<file path="src/rtl/strobe_timing_gen.sv">
module strobe_timing_gen #(
  parameter int DATA_W = 16
) (
  input  logic              clk,
  input  logic              rst_n,
  input  logic              cfg_load,
  input  logic [29:0]       cfg_edges,
  input  logic [27:0]       cfg_cycle,
  input  logic              cfg_half_rate,
  input  logic [3:0]        cfg_invert,
  output logic              cfg_err,
  input  logic              start,
  input  logic              op_read,
  input  logic              op_dc,
  input  logic [DATA_W-1:0] bus_din,
  output logic              cs_o,
  output logic              we_o,
  output logic              re_o,
  output logic              dc_o,
  output logic              sample_o,
  output logic              done_o,
  output logic [DATA_W-1:0] rd_data
);

  function automatic logic cfg_ok(input logic [29:0] e, input logic [27:0] c);
    logic [5:0] cson, csoff, weon, weoff, reon, reoff, wcyc, rcyc, acc;
    cson  = {2'b00, e[3:0]};
    csoff = e[9:4];
    weon  = {2'b00, e[13:10]};
    weoff = e[19:14];
    reon  = {2'b00, e[23:20]};
    reoff = e[29:24];
    wcyc  = c[5:0];
    rcyc  = c[11:6];
    acc   = c[27:22];
    return (weoff > weon) && (reoff > reon) && (csoff > cson) &&
           (csoff >= weoff) && (csoff >= reoff) &&
           (rcyc >= reoff) && (wcyc >= weoff) && (acc > reon) &&
           (c[21:18] == 4'd0);
  endfunction

  logic [29:0] edges_q;
  logic [23:0] cyc_q;
  logic        half_q;
  logic [3:0]  inv_q;

  always_ff @(posedge clk or negedge rst_n) begin
    if (!rst_n) begin
      edges_q <= '0;
      cyc_q   <= '0;
      half_q  <= 1'b0;
      inv_q   <= '0;
      cfg_err <= 1'b0;
    end else if (cfg_load) begin
      if (cfg_ok(cfg_edges, cfg_cycle)) begin
        edges_q <= cfg_edges;
        cyc_q   <= {cfg_cycle[27:22], cfg_cycle[17:0]};
        half_q  <= cfg_half_rate;
        inv_q   <= cfg_invert;
      end else begin
        cfg_err <= 1'b1;
      end
    end
  end

  wire [5:0] cs_on  = {2'b00, edges_q[3:0]};
  wire [5:0] cs_off = edges_q[9:4];
  wire [5:0] we_on  = {2'b00, edges_q[13:10]};
  wire [5:0] we_off = edges_q[19:14];
  wire [5:0] re_on  = {2'b00, edges_q[23:20]};
  wire [5:0] re_off = edges_q[29:24];
  wire [5:0] wr_cyc = cyc_q[5:0];
  wire [5:0] rd_cyc = cyc_q[11:6];
  wire [5:0] gap_w  = cyc_q[17:12];
  wire [5:0] acc_t  = cyc_q[23:18];

  logic       active, phase, rd_q, dc_q, pend, pend_rd, pend_dc;
  logic [5:0] cnt, gap;

  wire       tick    = ~half_q | phase;
  wire [5:0] cyc_len = rd_q ? rd_cyc : wr_cyc;
  wire       last    = active & tick & (({1'b0, cnt} + 7'd1) >= {1'b0, cyc_len});
  wire       go      = ~active & (gap == 6'd0) & (pend | start);

  wire lvl_cs  = active & (cnt >= cs_on) & (cnt < cs_off);
  wire lvl_we  = active & ~rd_q & (cnt >= we_on) & (cnt < we_off);
  wire lvl_re  = active & rd_q & (cnt >= re_on) & (cnt < re_off);
  wire lvl_smp = active & rd_q & (cnt == acc_t) & ~phase;

  always_ff @(posedge clk or negedge rst_n) begin
    if (!rst_n) begin
      active  <= 1'b0;
      phase   <= 1'b0;
      cnt     <= '0;
      gap     <= '0;
      rd_q    <= 1'b0;
      dc_q    <= 1'b0;
      pend    <= 1'b0;
      pend_rd <= 1'b0;
      pend_dc <= 1'b0;
    end else begin
      if (go) begin
        active <= 1'b1;
        cnt    <= '0;
        phase  <= 1'b0;
        rd_q   <= pend ? pend_rd : op_read;
        dc_q   <= pend ? pend_dc : op_dc;
      end else if (last) begin
        active <= 1'b0;
        phase  <= 1'b0;
        gap    <= gap_w;
      end else begin
        phase <= half_q & ~phase;
        if (active && tick) cnt <= cnt + 6'd1;
        if (!active && tick && gap != 6'd0) gap <= gap - 6'd1;
      end

      if (go) begin
        pend <= 1'b0;
      end else if (start && !pend) begin
        pend    <= 1'b1;
        pend_rd <= op_read;
        pend_dc <= op_dc;
      end
    end
  end

  always_ff @(posedge clk or negedge rst_n) begin
    if (!rst_n) begin
      cs_o     <= 1'b0;
      we_o     <= 1'b0;
      re_o     <= 1'b0;
      dc_o     <= 1'b0;
      sample_o <= 1'b0;
      done_o   <= 1'b0;
      rd_data  <= '0;
    end else begin
      cs_o     <= lvl_cs ^ inv_q[0];
      we_o     <= lvl_we ^ inv_q[1];
      re_o     <= lvl_re ^ inv_q[2];
      dc_o     <= dc_q ^ inv_q[3];
      sample_o <= lvl_smp;
      done_o   <= last;
      if (lvl_smp) rd_data <= bus_din;
    end
  end

endmodule

</file>
<file path="config.mk">
export PLATFORM = sky130hd
export DESIGN_NAME = strobe_timing_gen
export DESIGN_NICKNAME = d
export VERILOG_FILES = /design/src/rtl/strobe_timing_gen.sv
export SDC_FILE = /design/constraint.sdc
export NUM_CORES = 1
export LEC_CHECK = 0
export BUFFER_PORTS_ARGS = -buffer_cell sky130_fd_sc_hd__clkbuf_2
export CAP_MARGIN = 20
export CELL_PAD_IN_SITES_DETAIL_PLACEMENT = 2
export CELL_PAD_IN_SITES_GLOBAL_PLACEMENT = 2
export CORE_MARGIN = 10
export CORE_UTILIZATION = 36
export DETAILED_ROUTE_END_ITERATION = 16
export HOLD_SLACK_MARGIN = 0.15
export PLACE_DENSITY = 0.87
export SYNTH_ARGS = -nofsm -noshare
export SYNTH_HDL_FRONTEND = slang
export SYNTH_SLANG_ARGS = --single-unit
</file>
<file path="constraint.sdc">
create_clock -name clk -period 3.79 [get_ports clk]
set_input_delay 0.379 -clock clk [delete_from_list [all_inputs] [get_ports clk]]
set_output_delay 0.379 -clock clk [all_outputs]
set_load 0.02 [all_outputs]
</file>
### After elaboration in Yosys (flattened, before gate mapping)

Cells that the tools add are included.

| storage, ports and cells | value |
|---|---|
| register bits after elaboration | 101 |
| input bits | 85 |
| output and inout port bits | 23 |

| cells by class | value |
|---|---|
| $add $sub $neg | 3 |
| magnitude comparators | 15 |
| equality and inequality tests | 2 |
| muxes and demuxes | 14 |
| bitwise logic cells | 27 |
| reductions and logical operators | 26 |

Operators by type and width:

| operator | count |
|---|---|
| 6-bit two-way mux | 6 |
| 6-bit greater-or-equal comparator | 4 |
| 6-bit by 4-bit > comparator with 1-bit output | 4 |
| 6-bit by 4-bit greater-or-equal comparator with 1-bit output | 3 |
| 6-bit less-than comparator | 3 |
| 1-bit bitwise AND | 15 |
| 1-bit logical AND | 12 |
| 2-bit AND reduction | 5 |
| 1-bit two-way mux | 8 |
| 2-bit nonzero test | 4 |
| 6-bit by 1-bit adder with 7-bit output, second input constant | 1 |
| 7-bit by 6-bit greater-or-equal comparator with 1-bit output | 1 |
| 6-bit by 1-bit adder with 6-bit output, second input constant | 1 |
| 6-bit equality test | 1 |
| 6-bit logical NOT | 1 |
| 1-bit inverter | 6 |
| 6-bit nonzero test | 1 |
| 6-bit by 1-bit subtractor with 6-bit output, second input constant | 1 |
| 4-bit logical NOT | 1 |
| 1-bit XOR | 4 |
| 1-bit logical NOT | 2 |
| 2-bit by 1-bit inequality test with 1-bit output, second input constant | 1 |
| 1-bit OR | 2 |

### Longest topological paths before layout

| depth | value |
|---|---|
| depth in word-level cells | 11 |
| depth in mapped cells | 12 |
| depth with buffers taken out | 10 |

### Worst setup path before layout

No wires, ideal clock.

| timing | value |
|---|---|
| path kind | reg-to-reg |
| from | register rd_q |
| to | register gap[2] |
| setup time | 0.166 ns |
| arrival | 2.712 ns |
| slack | 0.912 ns |
| stages on the path, launching flop included | 11 |
| path through | dfrtp_1 -> clkbuf_1 -> mux2_2 -> ha_1 -> nand2b_1 -> a2111o_1 -> a41oi_2 -> nor2_1 -> buf_1 -> mux2i_1 -> a22oi_1 |

| between the ends | value |
|---|---|
| word-level cells in the longest chain between the ends | 5 |

RTL lines:

| element | RTL line | text |
|---|---|---|
| start, declared | 77 | `logic active, phase, rd_q, dc_q, pend, pend_rd, pend_dc;` |
| start signal, assigned | 106 | `rd_q <= pend ? pend_rd : op_read;` |
| 6-bit two-way mux (*) | 81 | `wire [5:0] cyc_len = rd_q ? rd_cyc : wr_cyc;` |
| 7-bit by 6-bit greater-or-equal comparator with 1-bit output (*) | 82 | `wire last = active & tick & (({1'b0, cnt} + 7'd1) >= {1'b0, cyc_len});` |
| 1-bit bitwise AND (*) | 82 |  |
| named net last | 82 |  |
| 2-bit nonzero test (no source line) | -- |  |
| 2-bit AND reduction (no source line) | -- |  |
| end signal, assigned | 111 | `gap <= gap_w;` |
| end signal, assigned | 115 | `if (!active && tick && gap != 6'd0) gap <= gap - 6'd1;` |
| end, declared | 78 | `logic [5:0] cnt, gap;` |

The timed path passes the listed nets; every way through them passes the cells marked *.
A chain may end at the register's enable or synchronous reset.

### Final worst setup path

| timing | value |
|---|---|
| from | register cnt[1] |
| to | register gap[5] |

| between the ends | value |
|---|---|
| word-level cells in the longest chain between the ends | 5 |

RTL lines:

| element | RTL line | text |
|---|---|---|
| start, declared | 78 |  |
| start signal, assigned | 114 | `if (active && tick) cnt <= cnt + 6'd1;` |
| 6-bit by 1-bit adder with 7-bit output (*) | 82 |  |
| 7-bit by 6-bit greater-or-equal comparator with 1-bit output (*) | 82 |  |
| 1-bit bitwise AND (*) | 82 |  |
| 2-bit nonzero test (no source line) | -- |  |
| 2-bit AND reduction (no source line) | -- |  |

Every way passes the cells marked *; elsewhere a longest branch is shown, timed or not.

==> results.md <==
- Crit Reg-Reg Startpoint: cnt[1]
- Iter 0 DRT Violations: 219
- Max cap viols: 0
- Vias in the first global route: 5624
- Commonest non-fill, non-tap cells in the layout: clkbuf_2 (106), dfrtp_1 (101), ha_1 (75)
- Root buffer cell: clkbuf_16
- RSZ-0062 raised after global routing: no
- Crit end category: register
- Seq cells post-synth: 101
- # clock sinks: 101
- Status: finished clean
- Total die area: 22000 µm²
- Tot GR Track Use: 18.7%
- Share of layout cells above drive strength 1: 26.0%
- WP data arrival: 3.66 ns
- Final core utilization: 43.7%
- # diodes: 0
- Most common cell after layout, fill and taps aside: clkbuf_2
- Primary FF master, synth: dfrtp_1
- GP Congestion: 0.808
- Largest net degree at the start of global routing: 60
- Min-delay src: bus_din[10]
- CP max stage delay: 0.76 ns
- First-pass GRT wire length: 32.3 mm
- Fin crit share: 89.5%
- Crit start category: register
- Htree depth: 3
- # port buffers: 107
- Reg2Reg Capture Point: gap[5]
- Nets: 832
- CTS tree: done
- Width of the die: 148 µm
- Critical-path cell list: ha_1 > nand3_1 > xnor2_1 > ha_1 > a21oi_1 > o21ai_0 > a41oi_2 > nor2_1 > o21ai_0 > a22oi_1
- Synth async-reset ratio: 100%
- Normalized max-slew margin: 24.4%
- Initial DRT Pass Iterations: 4
- Synth warnings: 0
- Ports: 108
- Fillers: 1746
- Via count: 4729
- Placed wire-length estimate: 15.6 mm
- R2R depth: 10
- Total grt overflow: 0
- Hold Fails Final Rpt: 0
- DRC: 0
- Syn_area_per_cell: 10.6 µm²
- Antenna Nets Post-Route: 0
- Clk_lat worst skew: 0.36 ns
- Layout area overhead: 18.1%
- Synth Net Count: 719
- Final setup viols: 0
- WL/cell: 23.0 µm
- Setup WS post-layout: 0.396 ns
- Number of synthesized flops with an enable pin: 0
- Max rail drop VDD: 263 µV
- Post-CTS Setup Bufs: 0
- Placed inst area: 6690 µm²
- Peak Freq: 295 MHz
- Cell row count: 46
- Source of the critical timing path: cnt[1]
- Crit path required time: 4.06 ns
- Core area: 16000 µm²
- Mapped Area: 5920 µm²
- Final WL: 20.5 mm
- Post-synthesis sequential area ratio: 42.7%
- Initial Utilization: 37.0%
- Slew Limit Fails: 0
- Setup TNS: 0 ns
- Initial antenna violation count: 0
- Hold depth: 3
- Final Cell Area: 6990 µm²
- Worst hold path endpoint: rd_data[10]
- Minimum clock period: 3.39 ns
- Worst Path Max Fanout: 11
- Pleak: 3.70 nW
- FF-to-FF setup slack: 0.40 ns
- Least-Margin Pin Slew: 1.12 ns
- Chip height: 148 µm
- Hold Path Class: input pin to register
- Pwr dens: 567 nW/µm²
- CP Class: register to register
- CTS max path bufs: 2
- Vias per inst: 5.30
- Slowest cell on the critical path: nor2_1
- Clk_skew: 0.00665 ns
- Synth Instances: 559
- Clock transition at the registers of the reported paths: 0.08 ns
- Num CTS Buffers: 9
- Pre-CTS setup slack: 0.531 ns
- Unique cell type count in the Yosys netlist: 47
==> routing by layer <==
| metal | global-route usage [%] | part of all wire, % | routed length (µm) | up-vias |
|---|---|---|---|---|
| met5 | 0 | 0 | 0 | - |
| li1 | - | - | - | 2180 |
| met4 | 6.59 | 2.2 | 445 | 0 |
| met3 | 3.94 | 3.9 | 796 | 29 |
| met1 | 21.3 | 41 | 8410 | 2417 |
| met2 | 33.8 | 53 | 10900 | 103 |
==> flip-flops by register name (all words and copies together), names as in the netlist, 4 cells and up <==
name,cells
rd_data,16
inv_q,4
edges_q,30
gap,6
cnt,6
cyc_q,24
==> Yosys cell counts, types with 7 or more instances <==
library cell	n	area, µm²
nor3_1	9	45.0
a21oi_1	15	75.1
nand3_1	15	75.1
nor2_1	11	41.3
xor2_1	8	70.1
nand2_1	64	240
nand4_1	9	56.3
o21ai_0	21	105
inv_1	62	233
a2111oi_0	7	61.3
ha_1	75	938
nand2b_1	14	87.6
mux2i_1	30	300
dfrtp_1	101	2530
mux2_2	39	439
==> cells by family after synthesis <==
logic type               Yosys count  synth area share, %
multiplexers                      73                 13.3
AND/OR/NAND/NOR                  139                 11.4
buffers and inverters             78                 5.92
flip-flops                       101                 42.7
XOR/XNOR                          14                 2.07
AO/OA/AOI/OAI                     79                 8.80
adder cells (fa/ha/maj)           75                 15.9
==> timing repair <==
item / in CTS / in global routing
gates resized for setup: 0 / 0
hold endpoints to repair: 53 / 0
hold buffers: 1 / 0
==> through the flow <==
step                std cells  hold slack [ns]  total power, W
floorplan                 559           0.0834         0.00243
global placement          874            0.448         0.00287
detailed placement        875            0.459         0.00306
CTS                       892            0.211         0.00399
global route              893            0.227         0.00422
finish                    893            0.216         0.00396
==> cell type report <==
cell class              count  area [µm²]  share of cell area [%]
inverters                  62         233                    3.33
well taps                 216         270                    3.87
clock inverters             7        50.0                   0.716
flip-flops and latches    101        2530                    36.2
clock buffers               9         225                    3.22
multi-input cells         380        3040                    43.5
repair buffers            118         639                    9.15
==> power by group <==
part	switching, W	internal, W	total, W
Combinational	0.000964	0.000594	0.00156
Clock	0.000442	0.000447	0.000889
Sequential	0.000234	0.00128	0.00152
==> worst max path at each step <==
stage,endpoint,slack (ns),cells after the start
finish,gap[5],0.40,10
detailed placement,gap[2],0.53,10
global placement,cyc_q[12],0.77,10
floorplan,gap[2],0.91,10
global route,gap[5],0.17,10
CTS,gap[2],0.44,10
==> worst max-delay path, delay by kind of cell, from the launching register on <==
family	cells	cell delay, ns
fa+ha+maj	2	0.58
flops	1	0.75
compound gates	5	0.80
xor+xnor	1	0.28
simple gates	2	0.89
No activity file was read; power rests on OpenSTA's default activity.
